$ cat src/rtl/pcx_pkg.sv
package pcx_pkg;
  localparam int LO_W      = 16;
  localparam int ADDR_W    = 32;
  localparam int DATA_W    = 32;
  localparam int BUS_W     = 8;
  localparam int SEL_LSB   = 11;
  localparam int SEL_W     = ADDR_W - SEL_LSB;
  localparam int DEV_W     = $clog2(SEL_W);
  localparam int MAP_W     = LO_W + 1;
  localparam int DIS_BIT   = LO_W;

  typedef enum logic [1:0] {
    SZ_BYTE = 2'd0,
    SZ_HALF = 2'd1,
    SZ_WORD = 2'd2,
    SZ_BAD  = 2'd3
  } acc_size_e;

  typedef struct packed {
    logic loadCmd;
    logic loadResp;
  } pcx_strobe_t;
endpackage

$ cat src/rtl/pcx_lowbit.sv
module pcx_lowbit #(
  parameter int W = 21,
  localparam int IDX_W = (W > 1) ? $clog2(W) : 1
) (
  input  logic [W-1:0]     vec,
  output logic [IDX_W-1:0] idx,
  output logic             none
);
  // Scan from the top down so the lowest set bit is the last one written.
  always_comb begin
    idx = '0;
    for (int i = W - 1; i >= 0; i--) begin
      if (vec[i]) idx = IDX_W'(i);
    end
  end

  assign none = ~|vec;
endmodule

$ cat src/rtl/pcx_ctrl.sv
module pcx_ctrl
  import pcx_pkg::*;
(
  input  logic        clk,
  input  logic        rstN,
  input  logic        mapDisable,
  input  logic        selNone,
  input  logic        reqValid,
  input  logic        reqWrite,
  input  logic [1:0]  reqSize,
  input  logic [1:0]  addrLow,
  output pcx_strobe_t strobe,
  output logic        fwdQ,
  output logic        respQ,
  output logic        errQ,
  output logic [1:0]  clrQ
);
  logic misalign;
  logic doFwd, doResp, doErr;

  always_comb begin
    unique case (acc_size_e'(reqSize))
      SZ_BYTE: misalign = 1'b0;
      SZ_HALF: misalign = addrLow[0];
      SZ_WORD: misalign = |addrLow;
      default: misalign = 1'b1;
    endcase
  end

  // Disable is checked first; only an enabled access can be in error.
  always_comb begin
    doFwd  = 1'b0;
    doResp = 1'b0;
    doErr  = 1'b0;
    if (reqValid) begin
      if (mapDisable) begin
        doResp = !reqWrite;
      end else if (selNone || misalign) begin
        doErr  = 1'b1;
        doResp = !reqWrite;
      end else begin
        doFwd  = 1'b1;
      end
    end
  end

  assign strobe.loadCmd  = doFwd;
  assign strobe.loadResp = doResp;

  always_ff @(posedge clk or negedge rstN) begin
    if (!rstN) begin
      fwdQ  <= 1'b0;
      respQ <= 1'b0;
      errQ  <= 1'b0;
      clrQ  <= 2'b00;
    end else begin
      fwdQ  <= doFwd;
      respQ <= doResp;
      errQ  <= doErr;
      clrQ  <= {doFwd, doFwd};
    end
  end

  a_r6_err_blocks_fwd: assert property (@(posedge clk) disable iff (!rstN)
    errQ |-> !fwdQ);
  a_r5_fwd_resp_exclusive: assert property (@(posedge clk) disable iff (!rstN)
    !(fwdQ && respQ));
  a_r9_disabled_no_err: assert property (@(posedge clk) disable iff (!rstN)
    (reqValid && mapDisable) |=> !errQ);
  a_r1_idle_quiet: assert property (@(posedge clk) disable iff (!rstN)
    !reqValid |=> !(fwdQ || respQ || errQ));
  a_r8_clr_with_fwd: assert property (@(posedge clk) disable iff (!rstN)
    fwdQ |-> (clrQ == 2'b11));
endmodule

$ cat src/rtl/pcx_datapath.sv
module pcx_datapath
  import pcx_pkg::*;
(
  input  logic              clk,
  input  logic              rstN,
  input  pcx_strobe_t       strobe,
  input  logic [LO_W-1:0]   mapUpper,
  input  logic [BUS_W-1:0]  busNum,
  input  logic              reqWrite,
  input  logic [1:0]        reqSize,
  input  logic [LO_W-1:0]   reqAddr,
  input  logic [DATA_W-1:0] reqWdata,
  output logic              selNone,
  output logic [ADDR_W-1:0] cfgAddr,
  output logic              cfgWrite,
  output logic [1:0]        cfgSize,
  output logic [DATA_W-1:0] cfgWdata,
  output logic [DATA_W-1:0] respData
);
  logic [ADDR_W-1:0] interAddr;
  logic [DEV_W-1:0]  devIdx;
  logic [ADDR_W-1:0] addrNext;
  logic [DATA_W-1:0] onesNext;

  assign interAddr = {mapUpper, reqAddr};

  pcx_lowbit #(.W(SEL_W)) uSel (
    .vec  (interAddr[ADDR_W-1:SEL_LSB]),
    .idx  (devIdx),
    .none (selNone)
  );

  assign addrNext = {1'b1, 7'b0, busNum, devIdx, interAddr[10:8],
                     interAddr[7:2], 2'b00};

  always_comb begin
    unique case (acc_size_e'(reqSize))
      SZ_BYTE: onesNext = DATA_W'(8'hFF);
      SZ_HALF: onesNext = DATA_W'(16'hFFFF);
      default: onesNext = '1;
    endcase
  end

  always_ff @(posedge clk or negedge rstN) begin
    if (!rstN) begin
      cfgAddr  <= '0;
      cfgWrite <= 1'b0;
      cfgSize  <= 2'b00;
      cfgWdata <= '0;
      respData <= '0;
    end else begin
      if (strobe.loadCmd) begin
        cfgAddr  <= addrNext;
        cfgWrite <= reqWrite;
        cfgSize  <= reqSize;
        cfgWdata <= reqWdata;
      end
      if (strobe.loadResp) respData <= onesNext;
    end
  end

  a_r3_enable_and_low_zero: assert property (@(posedge clk) disable iff (!rstN)
    strobe.loadCmd |=> (cfgAddr[31] && cfgAddr[1:0] == 2'b00));
  a_r4_dev_in_range: assert property (@(posedge clk) disable iff (!rstN)
    strobe.loadCmd |=> (int'(cfgAddr[15:11]) < SEL_W));
  a_r5_byte_ones: assert property (@(posedge clk) disable iff (!rstN)
    (strobe.loadResp && reqSize == 2'd0) |=> (respData == 32'h0000_00FF));
endmodule

$ cat src/rtl/pcicfg_xlate.sv
module pcicfg_xlate
  import pcx_pkg::*;
(
  input  logic        clk,
  input  logic        rstN,
  input  logic [16:0] mapCfg,
  input  logic [7:0]  busNum,
  input  logic        reqValid,
  input  logic        reqWrite,
  input  logic [1:0]  reqSize,
  input  logic [15:0] reqAddr,
  input  logic [31:0] reqWdata,
  output logic        cfgValid,
  output logic        cfgWrite,
  output logic [1:0]  cfgSize,
  output logic [31:0] cfgAddr,
  output logic [31:0] cfgWdata,
  output logic        respValid,
  output logic [31:0] respData,
  output logic        errPulse,
  output logic [1:0]  statusClr
);
  pcx_strobe_t strobe;
  logic        selNone;

  pcx_ctrl uCtrl (
    .clk        (clk),
    .rstN       (rstN),
    .mapDisable (mapCfg[DIS_BIT]),
    .selNone    (selNone),
    .reqValid   (reqValid),
    .reqWrite   (reqWrite),
    .reqSize    (reqSize),
    .addrLow    (reqAddr[1:0]),
    .strobe     (strobe),
    .fwdQ       (cfgValid),
    .respQ      (respValid),
    .errQ       (errPulse),
    .clrQ       (statusClr)
  );

  pcx_datapath uData (
    .clk      (clk),
    .rstN     (rstN),
    .strobe   (strobe),
    .mapUpper (mapCfg[LO_W-1:0]),
    .busNum   (busNum),
    .reqWrite (reqWrite),
    .reqSize  (reqSize),
    .reqAddr  (reqAddr),
    .reqWdata (reqWdata),
    .selNone  (selNone),
    .cfgAddr  (cfgAddr),
    .cfgWrite (cfgWrite),
    .cfgSize  (cfgSize),
    .cfgWdata (cfgWdata),
    .respData (respData)
  );

  a_r2_fwd_has_bus: assert property (@(posedge clk) disable iff (!rstN)
    (reqValid && !mapCfg[16] && !selNone && reqSize == 2'd0) |=> (cfgValid && cfgAddr[23:16] == $past(busNum)));
  a_r7_illegal_size_err: assert property (@(posedge clk) disable iff (!rstN)
    (reqValid && !mapCfg[16] && reqSize == 2'd3) |=> (errPulse && !cfgValid));
endmodule

$ cat config.mk
export PLATFORM = sky130hd
export DESIGN_NAME = pcicfg_xlate
export DESIGN_NICKNAME = d
export VERILOG_FILES = /design/src/rtl/pcx_pkg.sv /design/src/rtl/pcx_lowbit.sv /design/src/rtl/pcx_ctrl.sv /design/src/rtl/pcx_datapath.sv /design/src/rtl/pcicfg_xlate.sv
export SDC_FILE = /design/constraint.sdc
export NUM_CORES = 1
export LEC_CHECK = 0
export ABC_AREA = 1
export BUFFER_PORTS_ARGS = -buffer_cell sky130_fd_sc_hd__buf_4
export CORE_ASPECT_RATIO = 1.5
export CORE_UTILIZATION = 39
export DETAILED_ROUTE_END_ITERATION = 8
export PLACE_DENSITY = 0.8
export SYNTH_ARGS = -nofsm -noshare
export SYNTH_HDL_FRONTEND = slang
export SYNTH_SLANG_ARGS = --single-unit
$ cat constraint.sdc
create_clock -name clk -period 0.8 [get_ports clk]
set_input_delay 0.08 -clock clk [delete_from_list [all_inputs] [get_ports clk]]
set_output_delay 0.08 -clock clk [all_outputs]
set_load 0.02 [all_outputs]
==> impl_metrics.ini <==
[timing]
fmaxAchievable_ghz = 0.7808
finalSetupTns_ns = -48.38
min_period_over_period_pct = 160.1
setup_viol_count_final = 159
report.final.slew_viol_count = 0
final_hold_viol_count = 0
rsz0062_at_grt = yes
layout_min_cycle_time_ns = 1.281
fin_worst_setup_slack_ns = -0.4807
timing.clock.skew_ns = 0

[global_route]
track_usage_pct = 28.15
grt_first_pass_wirelength_um = 16620
first_global_vias = 3603
initial_antenna_violation_count = 0
global_route_congestion_overflow_total = 0
grt_start_max_net_pins = 30

[synthesis]
syn-cell-area_um2 = 3013
yosys_warnings = 0
synth_enable_flop_cells = 0
synth_compound_area_share_pct = 3.156
synth_cell_types = 22
synth_seq_area_share_pct = 53.16
cell_count_after_synthesis = 368
synth-adder-area-share_pct = 0
synth_top_family_by_area = simple AND/OR/NAND/NOR gates
post_synth_xor_area_fraction_pct = 0
yosysTopAreaCell = sky130_fd_sc_hd__dfrtp_1
synthSimpleGateAreaFrac_pct = 28.07
portion_of_netlist_area_occupied_by_mux_cells_pct = 0
yosys.area.top_type_share_pct = 53.16
synth-seq-cells = 64
ys_top_cells_by_area = sky130_fd_sc_hd__dfrtp_1, sky130_fd_sc_hd__nand2_1, sky130_fd_sc_hd__buf_4
ys_async_sr_fraction_pct = 100.0
syn_area_per_cell_um2 = 8.187
prevailing_post_synth_register_cell = sky130_fd_sc_hd__dfrtp_1

[final_layout]
antenna-diode-count = 0
layout-area-overhead-vs-synth_pct = 107.8
final_common_cell = sky130_fd_sc_hd__nand2_1
final_cell_mix = sky130_fd_sc_hd__nand2_1, sky130_fd_sc_hd__buf_4, sky130_fd_sc_hd__buf_6, sky130_fd_sc_hd__dfrtp_1, sky130_fd_sc_hd__dlygate4sd3_1
finalNetCount = 729
drive_above_1_share_pct = 51.15

[floorplan]
placementRows = 38
core_region_area_um2 = 7370
fp.dieH_um = 109.7
i_o_pin_total = 183
floorplan.initialDensity_pct = 40.88
floorplan.die.width_um = 73.77
design.die.area_um2 = 8088

[detailed_routing]
post_drt_wl_per_cell_um = 16.93
drc = 0
drt_antenna_net_count = 0
detailroute.via_count = 3557
detailedRoute.firstIterationViolations = 284
drt_pre_antenna_iters = 5
detail_route.vias_per_cell = 4.711
routed_wl_um = 12780

[placed_design]
gp_congestion = 0.7664
dp_hpwl_um = 6204
io_buffers = 173

[cts]
cts_tree = yes
clkSinkCount = 64
cts-buffers-inserted = 9
root_buffer = sky130_fd_sc_hd__clkbuf_8
clk-insertion-delay-late_ns = 0.34
htree_num_levels = 3
clockBufferDepth = 2
clk_pin_slew_worst_setup_hold_paths_ns = 0.07

[critical_path]
worstSetupStartpointType = input pin
critPathMaxStageDelay_ns = 0.18
cp_common_cell = sky130_fd_sc_hd__buf_6
critPathMaxFanout = 2
cell_with_the_biggest_individual_delay_on_the_critical_path = sky130_fd_sc_hd__o31ai_4
worst-endpoint-arrival_ns = 1.54
crit_chain = buf_4, nor2_4, nand2_2, nor2_4, nand2_2, o31ai_4, buf_4, buf_6, buf_6, buf_6, buf_6, buf_6, nand2_2, nor2_1
cp_num_cells = 14
worstSetupPathType = input pin to register
crit_required_ns = 1.06
worst_r2r_path_depth = 4
cp_num_buf_inv = 7
crit_family = buffers and inverters
worst_setup_path_end_kind = register

[outcome]
status = complete, but fails checks
violated_checks = negative setup slack

[hold_path]
worst_hold_path_type = input pin to register
min_delay_path_depth = 3

[power]
cell_area_power_density_nw_per_um2 = 2074
power.leakage_nw = 3.344
total_power_mw = 12.98
vdd.ir_drop.worst_mv = 1.519

[job]
cap_violations = 0
worst min-delay path, delay by kind of cell:
family	cells	cell delay, ns
AO/OA/AOI/OAI	1	0.14
buffers and inverters	1	0.08
AND/OR/NAND/NOR	1	0.04
cells in the mapped netlist, types with 2 or more instances:
master and count:
sky130_fd_sc_hd__nand2_1 190, sky130_fd_sc_hd__dfrtp_1 64, sky130_fd_sc_hd__buf_4 45, sky130_fd_sc_hd__inv_1 23
sky130_fd_sc_hd__nor2_1 16, sky130_fd_sc_hd__buf_2 5, sky130_fd_sc_hd__nand3_1 5, sky130_fd_sc_hd__o21ai_0 4
sky130_fd_sc_hd__o31ai_1 2, sky130_fd_sc_hd__or2_2 2
per-layer routing:
layer,vias up,track usage [%],part of all wire (%)
li1,1620,-,-
met1,1691,24.73,32
met2,184,55.70,57
met3,62,6.691,4.4
met4,0,16.07,5.9
met5,-,0,0
cell type report:
class                           instances  area, µm²
Timing Repair Buffer                  314       2997
Sequential cell                        64       1608
Multi-Input combinational cell        237       1195
Fill cell                             380       1110
Clock buffer                           14      172.7
Tap cell                              100      125.1
Inverter                               24      102.6
Clock inverter                          2      60.06
power by group:
group | switching (mW) | internal, mW | leakage, nW
Clock | 1.26 | 2.01 | 0.117
Sequential | 0.477 | 3.83 | 0.795
Combinational | 2.58 | 2.83 | 2.43
Total | 4.31 | 8.67 | 3.34
repair_timing:
| item | 4_1_cts | 5_1_grt |
|---|---|---|
| buffers inserted | 32 | 26 |
| gates cloned | 1 | 0 |
| setup endpoints to repair | 158 | 159 |
| pin swaps | 5 | 4 |
| resized for setup | 114 | 63 |
| hold buffers | 55 | 0 |
| hold endpoints to repair | 117 | 0 |
stage by stage:
step           setup slack (ns)  instance area, µm²  cells  utilization, %  hold slack (ns)
2_1_floorplan           -0.5156                3148    376               -          -0.2156
3_3_place_gp            -0.7610                4394    625           59.63         -0.07723
3_5_place_dp            -0.8137                4394    625           59.63         -0.07891
4_1_cts                 -0.3947                5846    729           79.32         0.006805
5_1_grt                 -0.5530                6260    755           84.94          0.04529
6_report                -0.4807                6260    755           84.94          0.03018
cells by family after synthesis:
group | count (synthesis)
AO/OA/AOI/OAI | 12
buffers and inverters | 75
flip-flops | 64
other | 1
AND/OR/NAND/NOR | 216
worst paths after layout:
check,start,endpoint,slack [ns]
max in group asynchronous,rstN,uData.cfgWdata[29]$_DFFE_PN0P_,0.29
worst min-delay path,reqSize[1],uData.respData[15]$_DFFE_PN0P_,0.03
worst max-delay path,reqAddr[14],uCtrl.errQ$_DFF_PN0_,-0.48
worst max register to register,uData.respData[30]$_DFFE_PN0P_,uData.respData[30]$_DFFE_PN0P_,-0.22
min in group asynchronous,rstN,uData.cfgAddr[6]$_DFFE_PN0P_,0.11
worst min register to register,uData.cfgWdata[15]$_DFFE_PN0P_,uData.cfgWdata[15]$_DFFE_PN0P_,0.50
sequential cells by signal, indices dropped and copies added, names as in the netlist:
| name | cells |
|---|---|
| uData.cfgWrite | 1 |
| uCtrl.errQ | 1 |
| uCtrl.respQ | 1 |
| uCtrl.clrQ | 1 |
| uData.cfgWdata | 32 |
| uData.respData | 3 |
| uData.cfgAddr | 23 |
| uData.cfgSize | 2 |
(Power assumes the default switching activity.)
